File: src/rtl/ea_pkg.sv
package ea_pkg;

    parameter int OFS_W     = 16;
    parameter int BYTE_W    = 8;
    parameter int SEG_SHIFT = 4;
    parameter int PHYS_W    = 20;
    parameter int MAX_DISP  = 2;
    parameter int CNT_W     = $clog2(MAX_DISP + 1);

    localparam logic [1:0] MODE_NODISP = 2'd0;
    localparam logic [1:0] MODE_D8     = 2'd1;
    localparam logic [1:0] MODE_D16    = 2'd2;
    localparam logic [1:0] MODE_REG    = 2'd3;
    localparam logic [2:0] RM_BP_OR_DIRECT = 3'd6;

    typedef struct packed {
        logic [1:0] mode;
        logic [2:0] regf;
        logic [2:0] rmf;
    } mrm_t;

    typedef struct packed {
        logic [OFS_W-1:0] bx;
        logic [OFS_W-1:0] bp;
        logic [OFS_W-1:0] si;
        logic [OFS_W-1:0] di;
    } ea_regs_t;

    typedef enum logic [0:0] {
        FS_IDLE  = 1'b0,
        FS_FETCH = 1'b1
    } fetch_state_t;

    function automatic mrm_t split_mrm(input logic [BYTE_W-1:0] b);
        mrm_t f;
        f.mode = b[7:6];
        f.regf = b[5:3];
        f.rmf  = b[2:0];
        return f;
    endfunction

    function automatic logic is_direct(input mrm_t f);
        return (f.mode == MODE_NODISP) && (f.rmf == RM_BP_OR_DIRECT);
    endfunction

    function automatic logic [CNT_W-1:0] disp_len(input mrm_t f);
        logic [CNT_W-1:0] n;
        case (f.mode)
            MODE_D8:     n = CNT_W'(1);
            MODE_D16:    n = CNT_W'(2);
            MODE_NODISP: n = is_direct(f) ? CNT_W'(2) : CNT_W'(0);
            default:     n = CNT_W'(0);
        endcase
        return n;
    endfunction

endpackage

File: src/rtl/ea_field_decode.sv
module ea_field_decode
    import ea_pkg::*;
(
    input  logic [BYTE_W-1:0] mrm_byte,
    output mrm_t              fields,
    output logic              reg_op,
    output logic              direct
);

    always_comb begin
        fields = split_mrm(mrm_byte);
        reg_op = (fields.mode == MODE_REG);
        direct = is_direct(fields);
    end

endmodule

File: src/rtl/ea_base_sel.sv
module ea_base_sel
    import ea_pkg::*;
(
    input  logic [1:0]       mode,
    input  logic [2:0]       rmf,
    input  ea_regs_t         regs,
    output logic [OFS_W-1:0] base,
    output logic             ss_dflt
);

    logic no_bp;
    logic bp_pair;

    always_comb begin
        no_bp   = (mode == MODE_NODISP);
        bp_pair = (rmf == 3'd2) || (rmf == 3'd3);
        case (rmf)
            3'd0:    base = regs.bx + regs.si;
            3'd1:    base = regs.bx + regs.di;
            3'd2:    base = regs.bp + regs.si;
            3'd3:    base = regs.bp + regs.di;
            3'd4:    base = regs.si;
            3'd5:    base = regs.di;
            3'd6:    base = no_bp ? '0 : regs.bp;
            default: base = regs.bx;
        endcase
        ss_dflt = (mode != MODE_REG) &&
                  (bp_pair || ((rmf == RM_BP_OR_DIRECT) && !no_bp));
    end

endmodule

File: src/rtl/ea_disp_fetch.sv
module ea_disp_fetch
    import ea_pkg::*;
(
    input  logic                            clk,
    input  logic                            rst,
    input  logic                            go,
    input  logic [CNT_W-1:0]                need,
    input  logic [OFS_W-1:0]                cs_in,
    input  logic [OFS_W-1:0]                ip_in,
    input  logic                            fetch_ack,
    input  logic [BYTE_W-1:0]               fetch_data,
    output logic                            fetch_req,
    output logic [PHYS_W-1:0]               fetch_addr,
    output logic                            busy,
    output logic                            done,
    output logic [CNT_W-1:0]                taken,
    output logic [OFS_W-1:0]                ip_cur,
    output logic [MAX_DISP-1:0][BYTE_W-1:0] disp_bytes
);

    fetch_state_t     state_q;
    logic [CNT_W-1:0] cnt_q;
    logic [CNT_W-1:0] need_q;
    logic [OFS_W-1:0] cs_q;
    logic [OFS_W-1:0] ip_q;
    logic             take;
    logic             last;

    assign take = (state_q == FS_FETCH) && fetch_ack;
    assign last = (CNT_W'(cnt_q + 1'b1) == need_q);

    always_ff @(posedge clk) begin
        if (rst) begin
            state_q <= FS_IDLE;
            cnt_q   <= '0;
            need_q  <= '0;
            cs_q    <= '0;
            ip_q    <= '0;
            done    <= 1'b0;
        end else begin
            done <= 1'b0;
            if (go) begin
                cs_q   <= cs_in;
                ip_q   <= ip_in;
                need_q <= need;
                cnt_q  <= '0;
                if (need == '0) begin
                    done <= 1'b1;
                end else begin
                    state_q <= FS_FETCH;
                end
            end else if (take) begin
                ip_q  <= ip_q + 1'b1;
                cnt_q <= cnt_q + 1'b1;
                if (last) begin
                    state_q <= FS_IDLE;
                    done    <= 1'b1;
                end
            end
        end
    end

    for (genvar g = 0; g < MAX_DISP; g++) begin : g_disp
        logic [BYTE_W-1:0] byte_q;
        always_ff @(posedge clk) begin
            if (rst || go) begin
                byte_q <= '0;
            end else if (take && (cnt_q == CNT_W'(g))) begin
                byte_q <= fetch_data;
            end
        end
        assign disp_bytes[g] = byte_q;
    end

    assign fetch_req  = (state_q == FS_FETCH);
    assign busy       = (state_q == FS_FETCH);
    assign fetch_addr = PHYS_W'({cs_q, {SEG_SHIFT{1'b0}}}) + PHYS_W'(ip_q);
    assign taken      = cnt_q;
    assign ip_cur     = ip_q;

endmodule

File: src/rtl/ea_calc.sv
module ea_calc
    import ea_pkg::*;
(
    input  logic                      clk,
    input  logic                      rst,
    input  logic                      start,
    input  logic [BYTE_W-1:0]         mrm_byte,
    input  logic [OFS_W-1:0]          bx_in,
    input  logic [OFS_W-1:0]          bp_in,
    input  logic [OFS_W-1:0]          si_in,
    input  logic [OFS_W-1:0]          di_in,
    input  logic [OFS_W-1:0]          cs_in,
    input  logic [OFS_W-1:0]          ip_in,
    input  logic                      fetch_ack,
    input  logic [BYTE_W-1:0]         fetch_data,
    output logic                      fetch_req,
    output logic [PHYS_W-1:0]         fetch_addr,
    output logic                      busy,
    output logic                      valid,
    output logic [1:0]                mod_f,
    output logic [2:0]                reg_f,
    output logic [2:0]                rm_f,
    output logic [OFS_W-1:0]          ea_offset,
    output logic                      ss_default,
    output logic [CNT_W-1:0]          disp_count,
    output logic                      reg_operand,
    output logic [OFS_W-1:0]          ip_next
);

    logic                            accept;
    logic [BYTE_W-1:0]               mrm_q;
    ea_regs_t                        regs_q;
    mrm_t                            fields;
    logic                            reg_op;
    logic                            direct;
    logic [OFS_W-1:0]                base;
    logic                            ss_dflt;
    logic [MAX_DISP-1:0][BYTE_W-1:0] disp_bytes;
    logic [OFS_W-1:0]                disp_ext;

    assign accept = start && !busy;

    always_ff @(posedge clk) begin
        if (rst) begin
            mrm_q  <= '0;
            regs_q <= '0;
        end else if (accept) begin
            mrm_q     <= mrm_byte;
            regs_q.bx <= bx_in;
            regs_q.bp <= bp_in;
            regs_q.si <= si_in;
            regs_q.di <= di_in;
        end
    end

    ea_field_decode u_dec (
        .mrm_byte (mrm_q),
        .fields   (fields),
        .reg_op   (reg_op),
        .direct   (direct)
    );

    ea_base_sel u_base (
        .mode    (fields.mode),
        .rmf     (fields.rmf),
        .regs    (regs_q),
        .base    (base),
        .ss_dflt (ss_dflt)
    );

    ea_disp_fetch u_fetch (
        .clk        (clk),
        .rst        (rst),
        .go         (accept),
        .need       (disp_len(split_mrm(mrm_byte))),
        .cs_in      (cs_in),
        .ip_in      (ip_in),
        .fetch_ack  (fetch_ack),
        .fetch_data (fetch_data),
        .fetch_req  (fetch_req),
        .fetch_addr (fetch_addr),
        .busy       (busy),
        .done       (valid),
        .taken      (disp_count),
        .ip_cur     (ip_next),
        .disp_bytes (disp_bytes)
    );

    always_comb begin
        case (fields.mode)
            MODE_D8:     disp_ext = {{(OFS_W-BYTE_W){disp_bytes[0][BYTE_W-1]}}, disp_bytes[0]};
            MODE_D16:    disp_ext = {disp_bytes[1], disp_bytes[0]};
            MODE_NODISP: disp_ext = direct ? {disp_bytes[1], disp_bytes[0]} : '0;
            default:     disp_ext = '0;
        endcase
        ea_offset = reg_op ? '0 : (base + disp_ext);
    end

    assign mod_f       = fields.mode;
    assign reg_f       = fields.regf;
    assign rm_f        = fields.rmf;
    assign ss_default  = ss_dflt;
    assign reg_operand = reg_op;

endmodule

File: config.mk
export PLATFORM = sky130hd
export DESIGN_NAME = ea_calc
export DESIGN_NICKNAME = d
export VERILOG_FILES = /design/src/rtl/ea_pkg.sv /design/src/rtl/ea_field_decode.sv /design/src/rtl/ea_base_sel.sv /design/src/rtl/ea_disp_fetch.sv /design/src/rtl/ea_calc.sv
export SDC_FILE = /design/constraint.sdc
export NUM_CORES = 1
export LEC_CHECK = 0
export BUFFER_PORTS_ARGS = -buffer_cell sky130_fd_sc_hd__buf_4
export CORE_MARGIN = 5
export CORE_UTILIZATION = 45
export CTS_BUF_LIST = sky130_fd_sc_hd__clkbuf_8
export DETAILED_ROUTE_END_ITERATION = 10
export PLACE_DENSITY = 0.68
export SLEW_MARGIN = 20
export SYNTH_ARGS = -nofsm -noshare
export SYNTH_HDL_FRONTEND = slang
export SYNTH_SLANG_ARGS = --single-unit
File: constraint.sdc
create_clock -name clk -period 9.5 [get_ports clk]
set_input_delay 0.475 -clock clk [delete_from_list [all_inputs] [get_ports clk]]
set_output_delay 0.475 -clock clk [all_outputs]
set_load 0.03 [all_outputs]
# Word-level counts from Yosys, hierarchy flattened
# Cells that the tools add are included.
[word_totals] register_bits=126 latch_bits=0 mem_bits_rw=0 mem_bits_ro=0 word_cells=76 n_memories=0
[op_classes] add_sub_neg=8 mul=0 div_mod_pow=0 n_lt_le_gt_ge=0 eq_ne=16 shifts=0 mux=17 bitwise=0 n_reduce_logical=22
[ops] cell="$pmux 16 s7" count=1
[ops] cell="$add 16x16->16" count=5
[ops] cell="$mux 16" count=5
[ops] cell="$pmux 16 s3" count=1
[ops] cell="$add 20x16->20" count=1
[ops] cell="$add 16x1->16 const B" count=1
[ops] cell="$eq 3x3->1 const B" count=4
[ops] cell="$logic_and 1x1->1" count=8
[ops] cell="$logic_not 2->1" count=4
[ops] cell="$mux 1" count=8
[ops] cell="$eq 2x1->1 const B" count=3
[ops] cell="$eq 2x2->1 const B" count=3
[ops] cell="$eq 3x2->1 const B" count=2
[ops] cell="$pmux 2 s3" count=1
[ops] cell="$ne 2x2->1 const B" count=2
[ops] cell="$reduce_bool 2->1" count=2
[ops] cell="$eq 3x1->1 const B" count=1
[ops] cell="$logic_not 3->1" count=1
[ops] cell="$logic_or 1x1->1" count=3
[ops] cell="$reduce_and 3->1" count=1
[ops] cell="$add 2x1->2 const B" count=1
[ops] cell="$eq 2x2->1" count=1
[ops] cell="$logic_not 1->1" count=2
[ops] cell="$mux 2" count=1
[ops] cell="$reduce_or 2->1" count=1

# Longest topological paths before layout
[depth] word_depth=7 mapped_depth=26

# Hierarchy
# From an unflattened synthesis, not the netlist that was laid out.
[hier_totals] cells_unflattened=1169 area_unflattened_um2=8982.4
[modules_own_cells] mod="ea_calc" instances=1 cells_each=451 area_each_um2=3345.7 seq_area_each_um2=1441.4
[modules_own_cells] mod="ea_disp_fetch" instances=1 cells_each=342 area_each_um2=2960.3 seq_area_each_um2=1081.0
[modules_own_cells] mod="ea_base_sel" instances=1 cells_each=365 area_each_um2=2595.0 seq_area_each_um2=0.0
[modules_own_cells] mod="ea_field_decode" instances=1 cells_each=11 area_each_um2=81.3 seq_area_each_um2=0.0

# Worst setup path after synthesis
# OpenSTA, ideal clock, no wires.
[synth_path] path_type="reg-to-output" startpoint="reg mrm_q[2]" endpoint="out ea_offset[15]" arrival_ps=5415 required_ps=9025 setup_slack_ps=3610 stages_incl_launch_ff=21 n_path_buf=2 path_cell_list="dfxtp_1 -> clkbuf_1 -> nor2b_1 -> nand2_1 -> clkbuf_1 -> mux2_1 -> ha_1 -> and3_1 -> a2111o_1 -> o21ai_1 -> nand2_1 -> o41ai_2 -> xnor2_1 -> a222oi_1 -> a21oi_1 -> ha_1 -> or3_1 -> o31ai_1 -> mux2i_1 -> nand4_1 -> mux2i_1"
[synth_between] elab_chain_cells=6 word_cells_on_any_way=13 classes_between="add/sub (1); eq/ne (6); mux (4); reduce/logical (2)"
[synth_lines] element="start: declaration" line_no="ea_calc.sv:31" source="logic [BYTE_W-1:0] mrm_q;"
[synth_lines] element="start signal: assignment" line_no="ea_calc.sv:48" source="mrm_q <= mrm_byte;"
[synth_lines] element="$eq 3x3->1" line_no="ea_pkg.sv:43, ea_base_sel.sv:17"
[synth_lines] element="$logic_and 1x1->1" line_no="ea_pkg.sv:43" source="return (f.mode == MODE_NODISP) && (f.rmf == RM_BP_OR_DIRECT);"
[synth_lines] element="$mux 16" line_no="ea_calc.sv:93" source="MODE_NODISP: disp_ext = direct ? {disp_bytes[1], disp_bytes[0]} : '0;"
[synth_lines] element="$pmux 16 s3" line_no="ea_calc.sv:90" source="case (fields.mode)"
[synth_lines] element="$add 16x16->16 (*)" line_no="ea_calc.sv:96" source="ea_offset = reg_op ? '0 : (base + disp_ext);"
[synth_lines] element="$mux 16 (*)" line_no="ea_calc.sv:96"
[synth_lines] element="end: declaration" line_no="ea_calc.sv:23" source="output logic [OFS_W-1:0] ea_offset,"
# Every way passes the cells marked *; elsewhere a longest branch is shown, timed or not.

# Worst setup path after layout
# Same ends and word-level chain as after synthesis.

==> impl_metrics.py <==
metrics = {
    "logic_synthesis": {
        "ys_types": 60,
        "synthesis.area_um2": 8650,
        "ys.flop_type": "dfxtp_1",
        "synth-seq-cells": 126,
        "yosysTopAreaCellShare_pct": 29.2,
        "synth_top_family_by_area": "simple AND/OR/NAND/NOR gates",
        "synthSimpleGateAreaFrac_pct": 24.5,
        "synth-xor-area-share_pct": 5.26,
        "synth_mux_area_share_pct": 4.96,
        "synth_top_cell_by_area": "dfxtp_1",
        "ys_top_cells_by_area": "dfxtp_1 (29%), nand2_1 (12%), a21oi_1 (9.4%), ha_1 (9.0%), mux2_1 (3.9%)",
        "synth_edf_count": 0,
        "synth_compound_area_share_pct": 21.5,
        "synth_fa_ha_area_share_pct": 9.89,
        "syn-num-nets": 1368,
        "synthCells": 1186,
        "async_reset_ff_share_pct": 0,
        "yosysWarnings": 0,
        "syn_avg_cell_area_um2": 7.29,
        "yosysSeqAreaShare_pct": 29.2,
    },
    "layout": {
        "nNetsFinal": 1509,
        "syn_to_final_growth_pct": 21.8,
        "final_util_pct": 56.0,
        "stdcell_count": 1600,
        "diodes": 0,
        "drive_above_1_share_pct": 17.2,
    },
    "sta": {
        "finalSetupViolations": 0,
        "grt_setup_unrepaired": "false",
        "period_minus_slack_ns": 7.23,
        "maxSlewViolCount": 0,
        "slew_headroom_pct": 41.4,
        "tightest_slew_ns": 0.875,
        "tns_ns": 0,
        "finClkSkew_ns": 0.0155,
        "fmax_mhz": 138,
        "post-route-period-util_pct": 76.1,
        "hold_viol": 0,
    },
    "worst_setup_path": {
        "startpoint": "mrm_q[2]",
        "path_max_fanout": 16,
        "path_class": "reg2out",
        "end_kind": "output pin",
        "rr_startpoint": "u_fetch.busy",
        "worstPathRequired_ns": 9.03,
        "timing.rr.end": "u_fetch.ip_cur[15]",
        "crit_arrival_ns": 6.76,
        "rrSetupSlack_ns": 6.96,
        "reg2regPathDepth": 8,
        "worstSetupStartpointType": "flop",
    },
    "global_routing": {
        "gr-usage-met1_pct": 30.8,
        "grt_pass1_wl_mm": 41.4,
        "met3_usage_pct": 6.49,
        "grt_pass1_vias": 8147,
        "grt-ovfl-total": 0,
        "grt_util_all_layers_pct": 22.9,
        "grt_busiest_layer": "met2",
        "grt_antenna_before_repair": 0,
        "grt_max_degree": 84,
        "met2_usage_pct": 35.5,
    },
    "clock_network": {
        "cts_resized": 0,
        "cts_hold_buffers": 0,
        "cts-buffers-inserted": 17,
        "cts.sinks": 126,
        "clock_path_buffers": 2,
        "cts_max_level": 4,
        "clockRootBuffer": "clkbuf_8",
        "clk_pin_slew_ns": 0.09,
        "post_cts_buffers": 0,
        "cts_tree": "built",
        "clk-insertion-delay-late_ns": 0.44,
    },
    "hold_path": {
        "holdPathStages": 3,
        "min_to": "u_fetch.cs_q[13]",
        "min_from": "cs_in[13]",
        "hp-class": "in2reg",
    },
    "placed_design": {
        "hpwl_mm": 20.1,
        "portBuffers": 182,
        "globalplace.congestion": 0.901,
        "dp_cells": 1568,
    },
    "power_and_ir_drop": {
        "powerDensity_nw_per_um2": 144,
        "ir_worst_vdd_v": 0.000100,
        "p_leak_nw": 4.75,
    },
    "floorplanning": {
        "io_pins": 183,
        "core.rowCount": 50,
        "initial_core_util_pct": 45.9,
        "die_x_um": 149,
        "die-area_um2": 22100,
        "core_area_um2": 18800,
        "die_y_um": 149,
    },
    "outcome": {
        "status": "complete, no violations",
    },
    "drt": {
        "dr.pass1.iters": 6,
        "avgViaCountPerCell": 5.47,
        "wl_per_cell_um": 16.5,
        "ant_nets": 0,
        "drtIter0Drc": 489,
        "drt_wl_total_mm": 26.4,
        "detailroute.via_count": 8744,
        "drc": 0,
    },
    "run": {
        "cap_violations": 0,
    },
}
-- sequential cells by signal (all words and copies together) (netlist names) --
| name | count |
|---|---|
| u_fetch.ip_cur | 16 |
| u_fetch.cs_q | 16 |
| u_fetch.taken | 2 |
| u_fetch.done | 1 |
| u_fetch.busy | 1 |
| mrm_q | 8 |
| u_fetch.need_q | 2 |
| u_fetch.g_disp.byte_q | 16 |
| regs_q | 64 |
-- metrics by stage --
| step | hold WS, ns | area (um2) | total power, mW | worst slack (ns) |
|---|---|---|---|---|
| 6_report | 0.276 | 10500 | 1.52 | 2.27 |
| 5_1_grt | 0.245 | 10500 | 1.60 | 1.84 |
| 4_1_cts | 0.243 | 10500 | 1.53 | 2.33 |
| 3_5_place_dp | 0.449 | 10100 | 1.05 | 2.84 |
| 3_3_place_gp | 0.444 | 10100 | 1.05 | 2.90 |
| 2_1_floorplan | 0.432 | 8650 | 0.890 | 3.61 |
-- worst max-delay path by stage --
stage,end,slack [ns],depth (start not counted)
2_1_floorplan,ea_offset[15],3.61,20
3_3_place_gp,ea_offset[15],2.90,23
3_5_place_dp,ea_offset[15],2.84,23
4_1_cts,ea_offset[15],2.33,23
5_1_grt,ea_offset[15],1.84,23
6_report,ea_offset[15],2.27,19
-- layer usage --
metal / wire, um / part of all wire [%]
met1: 11800 / 45
met2: 11400 / 43
met3: 2480 / 9.4
met4: 694 / 2.6
met5: 0 / 0
-- placed cells by master, fill, tap and decap left out, types with 26 or more instances in the layout --
cell type	count
a21oi_1	162
buf_4	189
mux2_1	30
nand3_1	34
o21ai_0	30
nor2_1	89
dfxtp_1	126
inv_1	34
nand2_1	272
ha_1	62
xnor2_1	27
nor3_1	26
-- cells in the mapped netlist (all sizes together), types with 3 or more instances --
cell type  count
and3           8
mux2i          8
dfxtp        126
nor2b         10
nand4          7
nor4           3
o22ai          4
a21boi         4
inv           35
nor3b          6
mux2          31
a222oi         8
clkbuf        62
nand3         34
nand2        272
a211oi        19
o21a           7
nor3          26
a31oi          6
a21o          15
o31ai          3
nor2          89
o21ai         46
o211ai         3
buf            5
nand2b        11
xor2          25
o41ai          3
a311oi         4
or3            5
and2          18
fa             4
a21oi        162
xnor2         27
a221oi         4
ha            62
-- critical path: stages (launching register included) --
cell and delay, ns:
dfxtp_1 0.42, nor2b_1 0.72, nand2_1 0.66, mux2_1 0.52, ha_1 0.33, and3_1 0.23, a2111o_1 0.46, o21ai_1 0.19
nand2_1 0.12, o41ai_2 0.26, xnor2_1 0.11, a222oi_1 0.37, a21oi_1 0.17, ha_1 0.26, or3_1 0.35, o31ai_1 0.41
mux2i_1 0.31, nand4_1 0.12, mux2i_1 0.14, buf_4 0.18
-- report_power, final --
part           leakage [nW]  total, mW  internal (mW)  switching, mW
clock                 0.210      0.473          0.238          0.235
combinational          3.50      0.443          0.179          0.265
sequential             1.03      0.599          0.560         0.0391
-- final cells by class --
| class | instances | area, um2 |
|---|---|---|
| Timing Repair Buffer | 189 | 1420 |
| Inverter | 36 | 136 |
| Clock inverter | 15 | 163 |
| Fill cell | 1857 | 8290 |
| Multi-Input combinational cell | 957 | 5740 |
| Sequential cell | 126 | 2520 |
| Tap cell | 260 | 325 |
| Clock buffer | 17 | 234 |
-- kinds of logic after synthesis --
| family | count (synthesis) |
|---|---|
| simple gates | 493 |
| fa+ha+maj | 66 |
| mux | 39 |
| xor+xnor | 52 |
| buf+inv | 103 |
| compound gates | 307 |
| flops | 126 |
No activity file was read; power rests on OpenSTA's default activity.
